--- src/rtl/chain_rd_pkg.sv ---
package chain_rd_pkg;

    // Sequencer states
    typedef enum logic [2:0] {
        RD_IDLE,
        RD_LEAD,
        RD_HIGH,
        RD_LOW,
        RD_EVAL
    } rd_state_e;

    // Debounce setting codes: bit 1 drives line A, bit 0 drives line B
    typedef enum logic [1:0] {
        DEB_OFF   = 2'd0,
        DEB_SHORT = 2'd1,
        DEB_MID   = 2'd2,
        DEB_LONG  = 2'd3
    } deb_code_e;

    // Decoded per-device diagnosis
    typedef struct packed {
        logic crc_err;
        logic hot;
        logic uv_alarm;
        logic uv_warn;
        logic bad;
    } dev_flags_t;

    // x^5 + x^4 + x^2 + 1
    localparam logic [5:0] CRC5_GEN = 6'b110101;

endpackage

--- src/rtl/chain_spi_seq.sv ---
module chain_spi_seq
    import chain_rd_pkg::*;
#(
    parameter int N_DEV   = 4,
    parameter int CLK_DIV = 2
) (
    input  logic                 clk,
    input  logic                 rst_n,
    input  logic                 start_i,
    input  logic                 wide_i,
    input  logic                 ign_i,
    input  logic                 miso_i,
    output logic                 cs_n_o,
    output logic                 sclk_o,
    output logic                 busy_o,
    output logic                 eval_o,
    output logic                 wide_o,
    output logic                 ign_o,
    output logic [16*N_DEV-1:0]  shreg_o
);

    localparam int SHW  = 16 * N_DEV;
    localparam int CNTW = $clog2(SHW + 1);
    localparam int DIVW = (CLK_DIV > 1) ? $clog2(CLK_DIV) : 1;
    localparam logic [DIVW-1:0] DIV_LAST    = DIVW'(CLK_DIV - 1);
    localparam logic [CNTW-1:0] BITS_WIDE   = CNTW'(SHW);
    localparam logic [CNTW-1:0] BITS_NARROW = CNTW'(8 * N_DEV);

    rd_state_e       state_q, state_d;
    logic [DIVW-1:0] div_q;
    logic [CNTW-1:0] left_q;
    logic [SHW-1:0]  sh_q;
    logic            wide_q, ign_q, cs_n_q, sclk_q;
    logic            phase_end, enter_high, accept;

    assign phase_end  = (div_q == DIV_LAST);
    assign accept     = (state_q == RD_IDLE) && start_i;
    assign enter_high = (state_d == RD_HIGH) && (state_q != RD_HIGH);

    // Next-state logic
    always_comb begin
        state_d = state_q;
        unique case (state_q)
            RD_IDLE: if (start_i)   state_d = RD_LEAD;
            RD_LEAD: if (phase_end) state_d = RD_HIGH;
            RD_HIGH: if (phase_end) state_d = (left_q == '0) ? RD_EVAL : RD_LOW;
            RD_LOW:  if (phase_end) state_d = RD_HIGH;
            RD_EVAL:                state_d = RD_IDLE;
            default:                state_d = RD_IDLE;
        endcase
    end

    // State register
    always_ff @(posedge clk or negedge rst_n) begin
        if (!rst_n) state_q <= RD_IDLE;
        else        state_q <= state_d;
    end

    // Outputs and datapath
    always_ff @(posedge clk or negedge rst_n) begin
        if (!rst_n) begin
            div_q  <= '0;
            left_q <= '0;
            sh_q   <= '0;
            wide_q <= 1'b0;
            ign_q  <= 1'b0;
            cs_n_q <= 1'b1;
            sclk_q <= 1'b0;
        end else begin
            if (state_q == RD_IDLE || state_d != state_q) div_q <= '0;
            else                                          div_q <= div_q + DIVW'(1);

            if (accept) begin
                cs_n_q <= 1'b0;
                wide_q <= wide_i;
                ign_q  <= ign_i;
                left_q <= wide_i ? BITS_WIDE : BITS_NARROW;
                sh_q   <= '0;
            end

            if (enter_high) begin
                sclk_q <= 1'b1;
                sh_q   <= {sh_q[SHW-2:0], miso_i};
                left_q <= left_q - CNTW'(1);
            end

            if (state_q == RD_HIGH && phase_end) sclk_q <= 1'b0;

            if (state_d == RD_EVAL && state_q != RD_EVAL) cs_n_q <= 1'b1;
        end
    end

    assign cs_n_o  = cs_n_q;
    assign sclk_o  = sclk_q;
    assign busy_o  = (state_q != RD_IDLE);
    assign eval_o  = (state_q == RD_EVAL);
    assign wide_o  = wide_q;
    assign ign_o   = ign_q;
    assign shreg_o = sh_q;

endmodule

--- src/rtl/chain_dev_decode.sv ---
module chain_dev_decode
    import chain_rd_pkg::*;
(
    input  logic       wide_i,
    input  logic       ign_i,
    input  logic       pin_i,
    input  logic [7:0] data_i,
    input  logic [7:0] stat_i,
    output dev_flags_t flags_o
);

    function automatic logic [4:0] crc5_of(input logic [7:0] d);
        logic [4:0] c;
        logic       fb;
        c = '0;
        for (int b = 7; b >= 0; b--) begin
            fb = c[4] ^ d[b];
            c  = {c[3:0], 1'b0};
            if (fb) c = c ^ CRC5_GEN[4:0];
        end
        return c;
    endfunction

    logic crc_bad, f_crc, f_hot, f_uva, f_uvw, f_pin;

    always_comb begin
        crc_bad = (stat_i[7:3] != crc5_of(data_i));
        f_crc   = wide_i & crc_bad;
        f_hot   = wide_i & stat_i[1];
        f_uva   = wide_i & ~ign_i & ~stat_i[2];
        f_uvw   = wide_i & ~ign_i & ~stat_i[0];
        f_pin   = ~ign_i & pin_i;
        flags_o.crc_err  = f_crc;
        flags_o.hot      = f_hot;
        flags_o.uv_alarm = f_uva;
        flags_o.uv_warn  = f_uvw;
        flags_o.bad      = f_pin | f_crc | f_hot | f_uva;
    end

endmodule

--- src/rtl/chain_deb_regs.sv ---
module chain_deb_regs #(
    parameter int N_DEV   = 4,
    parameter int PER_DEV = 1,
    parameter int IDXW    = 2,
    parameter int DBW     = 4
) (
    input  logic            clk,
    input  logic            rst_n,
    input  logic            we_i,
    input  logic [IDXW-1:0] dev_i,
    input  logic [1:0]      code_i,
    output logic [DBW-1:0]  deb_a_o,
    output logic [DBW-1:0]  deb_b_o
);

    logic [DBW-1:0] sel;

    generate
        if (PER_DEV != 0) begin : g_per
            for (genvar j = 0; j < DBW; j++) begin : g_sel
                assign sel[j] = (dev_i == IDXW'(j));
            end
        end else begin : g_shared
            logic unused_dev;
            assign unused_dev = ^dev_i;
            assign sel = '1;
        end
    endgenerate

    for (genvar j = 0; j < DBW; j++) begin : g_pair
        always_ff @(posedge clk or negedge rst_n) begin
            if (!rst_n) begin
                deb_a_o[j] <= 1'b0;
                deb_b_o[j] <= 1'b0;
            end else if (we_i && sel[j]) begin
                deb_a_o[j] <= code_i[1];
                deb_b_o[j] <= code_i[0];
            end
        end
    end

endmodule

--- src/rtl/chain_reader.sv ---
module chain_reader
    import chain_rd_pkg::*;
#(
    parameter int N_DEV         = 4,
    parameter int CLK_DIV       = 2,
    parameter int FAULT_PER_DEV = 1,
    parameter int DEB_PER_DEV   = 1,
    localparam int IDXW = (N_DEV > 1) ? $clog2(N_DEV) : 1,
    localparam int FPW  = (FAULT_PER_DEV != 0) ? N_DEV : 1,
    localparam int DBW  = (DEB_PER_DEV != 0) ? N_DEV : 1
) (
    input  logic               clk,
    input  logic               rst_n,
    input  logic               start_i,
    input  logic               wide_mode_i,
    input  logic               ign_uv_i,
    input  logic [FPW-1:0]     fault_pin_i,
    input  logic               deb_we_i,
    input  logic [IDXW-1:0]    deb_dev_i,
    input  logic [1:0]         deb_code_i,
    input  logic               miso_i,
    output logic               cs_n_o,
    output logic               sclk_o,
    output logic               busy_o,
    output logic               done_o,
    output logic [8*N_DEV-1:0] in_vec_o,
    output logic [N_DEV-1:0]   crc_err_o,
    output logic [N_DEV-1:0]   ot_o,
    output logic [N_DEV-1:0]   uv_alarm_o,
    output logic [N_DEV-1:0]   uv_warn_o,
    output logic [N_DEV-1:0]   dev_bad_o,
    output logic [DBW-1:0]     deb_a_o,
    output logic [DBW-1:0]     deb_b_o
);

    localparam int SHW = 16 * N_DEV;

    logic           eval, wide_q, ign_q;
    logic [SHW-1:0] sh;
    logic [7:0]     dev_data [N_DEV];
    dev_flags_t     flg      [N_DEV];

    chain_spi_seq #(
        .N_DEV   (N_DEV),
        .CLK_DIV (CLK_DIV)
    ) u_seq (
        .clk     (clk),
        .rst_n   (rst_n),
        .start_i (start_i),
        .wide_i  (wide_mode_i),
        .ign_i   (ign_uv_i),
        .miso_i  (miso_i),
        .cs_n_o  (cs_n_o),
        .sclk_o  (sclk_o),
        .busy_o  (busy_o),
        .eval_o  (eval),
        .wide_o  (wide_q),
        .ign_o   (ign_q),
        .shreg_o (sh)
    );

    for (genvar i = 0; i < N_DEV; i++) begin : g_dev
        logic [7:0] stat_b;
        logic       pin;

        // first byte received lands in the top of the shift register
        assign dev_data[i] = wide_q ? sh[(2*N_DEV-1-2*i)*8 +: 8]
                                    : sh[(N_DEV-1-i)*8 +: 8];
        assign stat_b      = sh[(2*N_DEV-2-2*i)*8 +: 8];

        if (FAULT_PER_DEV != 0) begin : g_pin_own
            assign pin = fault_pin_i[i];
        end else begin : g_pin_shared
            assign pin = fault_pin_i[0];
        end

        chain_dev_decode u_dec (
            .wide_i  (wide_q),
            .ign_i   (ign_q),
            .pin_i   (pin),
            .data_i  (dev_data[i]),
            .stat_i  (stat_b),
            .flags_o (flg[i])
        );
    end

    // Result registers, loaded in the EVAL cycle
    always_ff @(posedge clk or negedge rst_n) begin
        if (!rst_n) begin
            done_o     <= 1'b0;
            in_vec_o   <= '0;
            crc_err_o  <= '0;
            ot_o       <= '0;
            uv_alarm_o <= '0;
            uv_warn_o  <= '0;
            dev_bad_o  <= '0;
        end else begin
            done_o <= eval;
            if (eval) begin
                for (int i = 0; i < N_DEV; i++) begin
                    in_vec_o[i*8 +: 8] <= dev_data[i];
                    crc_err_o[i]       <= flg[i].crc_err;
                    ot_o[i]            <= flg[i].hot;
                    uv_alarm_o[i]      <= flg[i].uv_alarm;
                    uv_warn_o[i]       <= flg[i].uv_warn;
                    dev_bad_o[i]       <= flg[i].bad;
                end
            end
        end
    end

    chain_deb_regs #(
        .N_DEV   (N_DEV),
        .PER_DEV (DEB_PER_DEV),
        .IDXW    (IDXW),
        .DBW     (DBW)
    ) u_deb (
        .clk     (clk),
        .rst_n   (rst_n),
        .we_i    (deb_we_i),
        .dev_i   (deb_dev_i),
        .code_i  (deb_code_i),
        .deb_a_o (deb_a_o),
        .deb_b_o (deb_b_o)
    );

endmodule

--- config.mk ---
export PLATFORM = sky130hd
export DESIGN_NAME = chain_reader
export DESIGN_NICKNAME = d
export VERILOG_FILES = /design/src/rtl/chain_rd_pkg.sv /design/src/rtl/chain_spi_seq.sv /design/src/rtl/chain_dev_decode.sv /design/src/rtl/chain_deb_regs.sv /design/src/rtl/chain_reader.sv
export SDC_FILE = /design/constraint.sdc
export NUM_CORES = 1
export LEC_CHECK = 0
export BUFFER_PORTS_ARGS = -buffer_cell sky130_fd_sc_hd__buf_4
export CORE_MARGIN = 2
export CORE_UTILIZATION = 40
export DETAILED_ROUTE_END_ITERATION = 10
export SYNTH_ARGS = -nofsm -noshare
export SYNTH_HDL_FRONTEND = slang
export SYNTH_HIERARCHICAL = 1
export SYNTH_SLANG_ARGS = --single-unit
--- constraint.sdc ---
create_clock -name clk -period 2.7 [get_ports clk]
set_clock_uncertainty 0.1 [all_clocks]
set_input_delay 0.135 -clock clk [delete_from_list [all_inputs] [get_ports clk]]
set_output_delay 0.135 -clock clk [all_outputs]
set_load 0.02 [all_outputs]
* Yosys cells after proc, flatten, opt, wreduce, memory -nomap -nowiden
Index checks and enable logic that the tools add are counted.
** Word-level totals
- Bits in registers :: 140
- Input port bits :: 15
- Output and inout port bits :: 64
- Word-level logic and storage cells :: 207
** Operators by class
- Add/sub/neg operators :: 2
- Equal/unequal tests :: 16
- Multiplexer cells :: 51
- Bitwise logic cells :: 98
- Reductions and logical operators :: 17
** Operator list (number)
- 5-bit 2-to-1 mux :: 32
- 64-bit 2-to-1 mux :: 2
- 3-bit inverter :: 28
- 8-bit 2-to-1 mux :: 4
- 1-bit XOR :: 28
- 1-bit bitwise AND :: 21
- 7-bit 2-to-1 mux :: 3
- 5-bit inequality test :: 4
- 3-bit 2-to-1 mux :: 4
- 1-bit bitwise OR :: 12
- 3-bit by 2-bit equality test with 1-bit output, second input constant :: 3
- 1-bit inverter :: 9
- 3-bit case mux with 3 select lines :: 1
- 1-bit logical AND :: 8
- 7-bit logical NOT :: 1
- 7-bit by 1-bit subtractor with 7-bit output, second input constant :: 1
- 3-bit equality test, second input constant :: 2
- 2-bit nonzero test :: 3
- 1-bit 2-to-1 mux :: 5
- 2-bit equality test, second input constant :: 2
- 3-bit by 1-bit equality test with 1-bit output, second input constant :: 1
- 3-bit logical NOT :: 1
- 3-bit by 2-bit inequality test with 1-bit output, second input constant :: 1
- 3-bit inequality test :: 1
- 7 further kinds :: 7

* Depth between registers and ports, before layout
- Word-level depth :: 21
- Gate-level depth with buffers :: 10
- Depth with buffers taken out :: 7

* Cells and area by module
The synthesis kept the hierarchy.
** By module, submodules not included
- chain_spi_seq :: instances 1, cells an instance 213, area each 3002.9 µm², sequential area each 1978.1 µm²
- chain_reader :: instances 1, cells an instance 147, area each 2598.7 µm², sequential area each 1326.3 µm²
- chain_dev_decode :: instances 4, cells an instance 33, area each 262.8 µm², sequential area each 0.0 µm²
- chain_deb_regs :: instances 1, cells an instance 20, area each 322.8 µm², sequential area each 200.2 µm²

* Worst setup path before layout
OpenSTA, ideal clock, no wires.
- Path kind :: flip-flop to flip-flop
- Start point :: reg u_seq.wide_q (netlist: u_seq/wide_o)
- End point :: reg crc_err_o[0]
- Library setup time :: 0.125 ns
- Data arrival time :: 2.655 ns
- Required time :: 2.475 ns
- Path slack :: -0.180 ns
- Cell stages (with the launch flop) :: 11
- Path buffers :: 3
- Period minus slack after synthesis :: 2.880 ns
- Cell sequence :: dfrtp_1 > buf_6 > buf_12 > mux2_4 > xnor3_2 > xnor2_1 > or3_1 > a221oi_2 > nor2_1 > buf_4 > mux2_2
** RTL lines
- start: declaration :: line chain_spi_seq.sv:33 : logic wide_q, ign_q, cs_n_q, sclk_q;
- start signal: assignment :: line chain_spi_seq.sv:75 : wide_q <= wide_i;
- end signal: indexed assignment :: line chain_reader.sv:102 : crc_err_o[i] <= flg[i].crc_err;
- end: declaration :: line chain_reader.sv:27 : output logic [N_DEV-1:0] crc_err_o,

==> run metrics <==
Rel. slew slack=23.41%; clock sinks=140; initial antenna violation count=0; failing checks=negative setup slack; utilization after layout=50.85%; Synth Area per Inst=13.62 um^2; Post-route DRC=0; CTS H-tree lvls=4; R2R setup slack=-0.05 ns; post-synthesis net count=528; multi-input gate area in the final layout=3232 um^2; first-pass GRT wire length=24.17 mm; crit path capture=dev_bad_o[1]; filler cell count=1,523; Main synth FF type=dfrtp_1; cts bufs inserted=17; Synth async-reset ratio=100.0%; R2R Path Start=u_seq/wide_o; diodes inserted=0; drt pass-1 iters=4; R2R Path End=dev_bad_o[1]; Worst EP required=2.90 ns; crit-path max cell delay=0.50 ns; CTS tree=yes; setup slack after layout=-0.04528 ns; Clock Path Buffers=2; leak pwr=0.004207 uW; Reg area=3508 um^2; GR Util met1=23.19%; total gr overflow=0; Fmax achieved=364.3 MHz; Placed Cells=815; minimum period implied by the final worst setup slack=2.745 ns; sw frac=33.08%; Worst-path clk slew=0.06 ns; core area=17,180 um^2; Die Wd=136.1 um; critical path launch point=u_seq/wide_o; GR met2 Demand/Resource=25.88%; final hold vios=0; post-synthesis register bit count=140; Global Route met3 Usage=4.549%; Peak VDD IR=599.3 uV; Initial DRC Count=259; clock group share of total power=30.4%; Hold Path Class=input port to flip-flop; RSZ-0062 raised after global routing=yes; row cnt=48; pwr dens=902.6 nW/um^2; later-pin clock latency in the skew report=0.42 ns; PortBufs=78; Cell Area, Synth=6975 um^2; Post-Route WL=14.73 mm; share of total power in sequential cells=33.4%; Least-Margin Pin Slew=1.146 ns; DR WL/cell=17.14 um; Final Cycle Share=101.7%; EDFF count, synth=0; CTS root buffer=clkbuf_16; DP Wirelength=9.815 mm; status=finished, violations left; WHS=0.01830 ns; crit path cell chain=buf_8 -> mux2_4 -> xnor3_2 -> xnor2_2 -> or3_1 -> a221oi_2 -> o21ai_1 -> mux2_2; count of pins over their slew limit=0; WP data arrival=2.95 ns; synth unique cells=43; Vias=4,401; Antenna Nets Post-Route=0; net count reported at finish=637; Initial Util=40.61%; drt via density=5.123; critical path's slowest cell=dfrtp_4; register area share after synthesis=50.24%; fin cells=859; gr busiest metal=met2; Net Switching=2608 uW; All-Layer GR Usage=16.83%; largest net degree at the start of global routing=71; die outline height=136.1 um; Reg2Reg Depth=8; kind of critical path=flip-flop to flip-flop; Mapped Cells=512; I/O pin cnt=79; crit start category=flip-flop; combinational share of power=36.3%; vias in the first global route=4,605; Setup Viol. Count Final=6; Power Total=7883 uW; Final Wtd Congestion=0.8212; Area Overhead vs Synth=25.20%; layout cells sized above 1=41.80%; YS warnings=6; crit path max fanout=8; Max Cap Violations=0; internal power=5275 uW; CP Capture Type=flip-flop; setup TNS=-0.1805 ns; die footprint=18,510 um^2
[per-stage QoR]
stage / worst slack, ns / cell area, um^2
floorplan: -0.09718 / 7007
global placement: -0.09599 / 7909
detailed placement: -0.1251 / 7909
CTS: -0.02477 / 8662
global route: -0.1287 / 8733
finish: -0.04528 / 8733
[worst min path at each step]
stage             start          endpoint  slack, ns  cells after the start
3_3_place_gp      rst_n      u_seq/sclk_o       0.02                      1
2_1_floorplan     rst_n      crc_err_o[0]      -0.26                      0
4_1_cts        deb_we_i  u_deb/deb_a_o[3]      0.004                      3
6_report       deb_we_i  u_deb/deb_a_o[3]       0.02                      3
5_1_grt        deb_we_i  u_deb/deb_a_o[3]       0.03                      3
3_5_place_dp      rst_n      u_seq/sclk_o       0.03                      1
[kinds of logic (layout without fill, tap and decap cells)]
kind of cell / Yosys count / after routing / synth area share [%]
xor gates and xnor gates: 66 / 66 / 9.148
and+or+nand+nor: 77 / 77 / 6.547
DFF: 140 / 140 / 50.24
muxes: 92 / 92 / 18.08
adders and majority gates: 1 / 1 / 0.1793
AOI/OAI and AO/OA: 86 / 86 / 10.73
buffers and inverters: 50 / 172 / 5.076
[power groups by stage]
| stage | combinational, uW | clock [uW] | sequential, uW |
|---|---|---|---|
| global route | 3110 | 2540 | 2670 |
| floorplan | 2130 | 0 | 2610 |
| finish | 2860 | 2400 | 2630 |
| CTS | 2790 | 2450 | 2630 |
| detailed placement | 2570 | 0 | 2700 |
| global placement | 2490 | 0 | 2680 |
[critical path, delay by kind of cell (launching register included)]
kind | cells | cell delay [ns]
AND/OR/NAND/NOR | 1 | 0.33
flip-flops | 1 | 0.50
multiplexers | 2 | 0.57
buffers and inverters | 1 | 0.16
AO/OA/AOI/OAI | 2 | 0.39
XOR/XNOR | 2 | 0.58
[repair_timing]
action	CTS	global route
hold buffers	8	0
setup endpoints to repair	8	8
pin swaps	1	4
gates resized for setup	6	12
hold endpoints to repair	62	0
buffers inserted	3	1
[registers in the layout, summed over array words and instances (netlist names), 3 cells and up]
signal,cells
dev_bad_o,4
u_seq/left_q,7
crc_err_o,4
uv_warn_o,4
u_deb/deb_b_o,4
uv_alarm_o,4
u_deb/deb_a_o,4
u_seq/shreg_o,64
in_vec_o,32
ot_o,4
u_seq/state_q,3
[area by class of cell]
type / count / share of cell area [%]
inverters: 7 / 0.3009
well taps: 225 / 3.223
flip-flops and latches: 140 / 40.17
repair buffers: 133 / 12.35
multi-input cells: 322 / 37.01
clock inverters: 6 / 1.232
clock buffers: 26 / 5.716
[routing by layer]
metal  share of wire (%)  wire, um  up-vias
met2                  47      6859      101
li1                    -         -     2072
met4                 1.5       214        0
met1                  47      6933     2209
met5                   0         0        -
met3                 4.9       716       19
[synthesized netlist by cell type, drive strengths merged (2+ instances only)]
library cell,instances,area [um^2]
dfrtp,139,3478
mux2,92,1261
a22o,67,586.8
xnor2,44,385.4
buf,39,312.8
xor2,18,157.7
nor3,17,85.08
nand3,10,50.05
nor2,9,36.29
or3,9,56.30
and2,7,43.79
inv,7,26.28
nand2,6,22.52
o21ai,6,30.03
nor3b,5,42.54
a221oi,4,60.06
clkbuf,4,15.01
nor2b,4,25.02
xnor3,4,95.09
nand3b,3,22.52
a211oi,2,15.01
and4,2,17.52
nor4,2,12.51
[layout by cell type (no fill, tap or decap), types with 5 or more instances in the layout]
| cell type | instances |
|---|---|
| a22o_1 | 67 |
| and2_1 | 7 |
| buf_4 | 118 |
| clkbuf_1 | 5 |
| clkbuf_16 | 17 |
| dfrtp_1 | 138 |
| dlygate4sd3_1 | 8 |
| inv_1 | 7 |
| mux2_1 | 6 |
| mux2_2 | 22 |
| mux2_4 | 64 |
| nand2_1 | 6 |
| nand3_1 | 10 |
| nor2_1 | 8 |
| nor3_1 | 17 |
| or3_1 | 7 |
| xnor2_1 | 35 |
| xnor2_2 | 9 |
| xor2_1 | 18 |
Power figures use the tool's default switching activity.
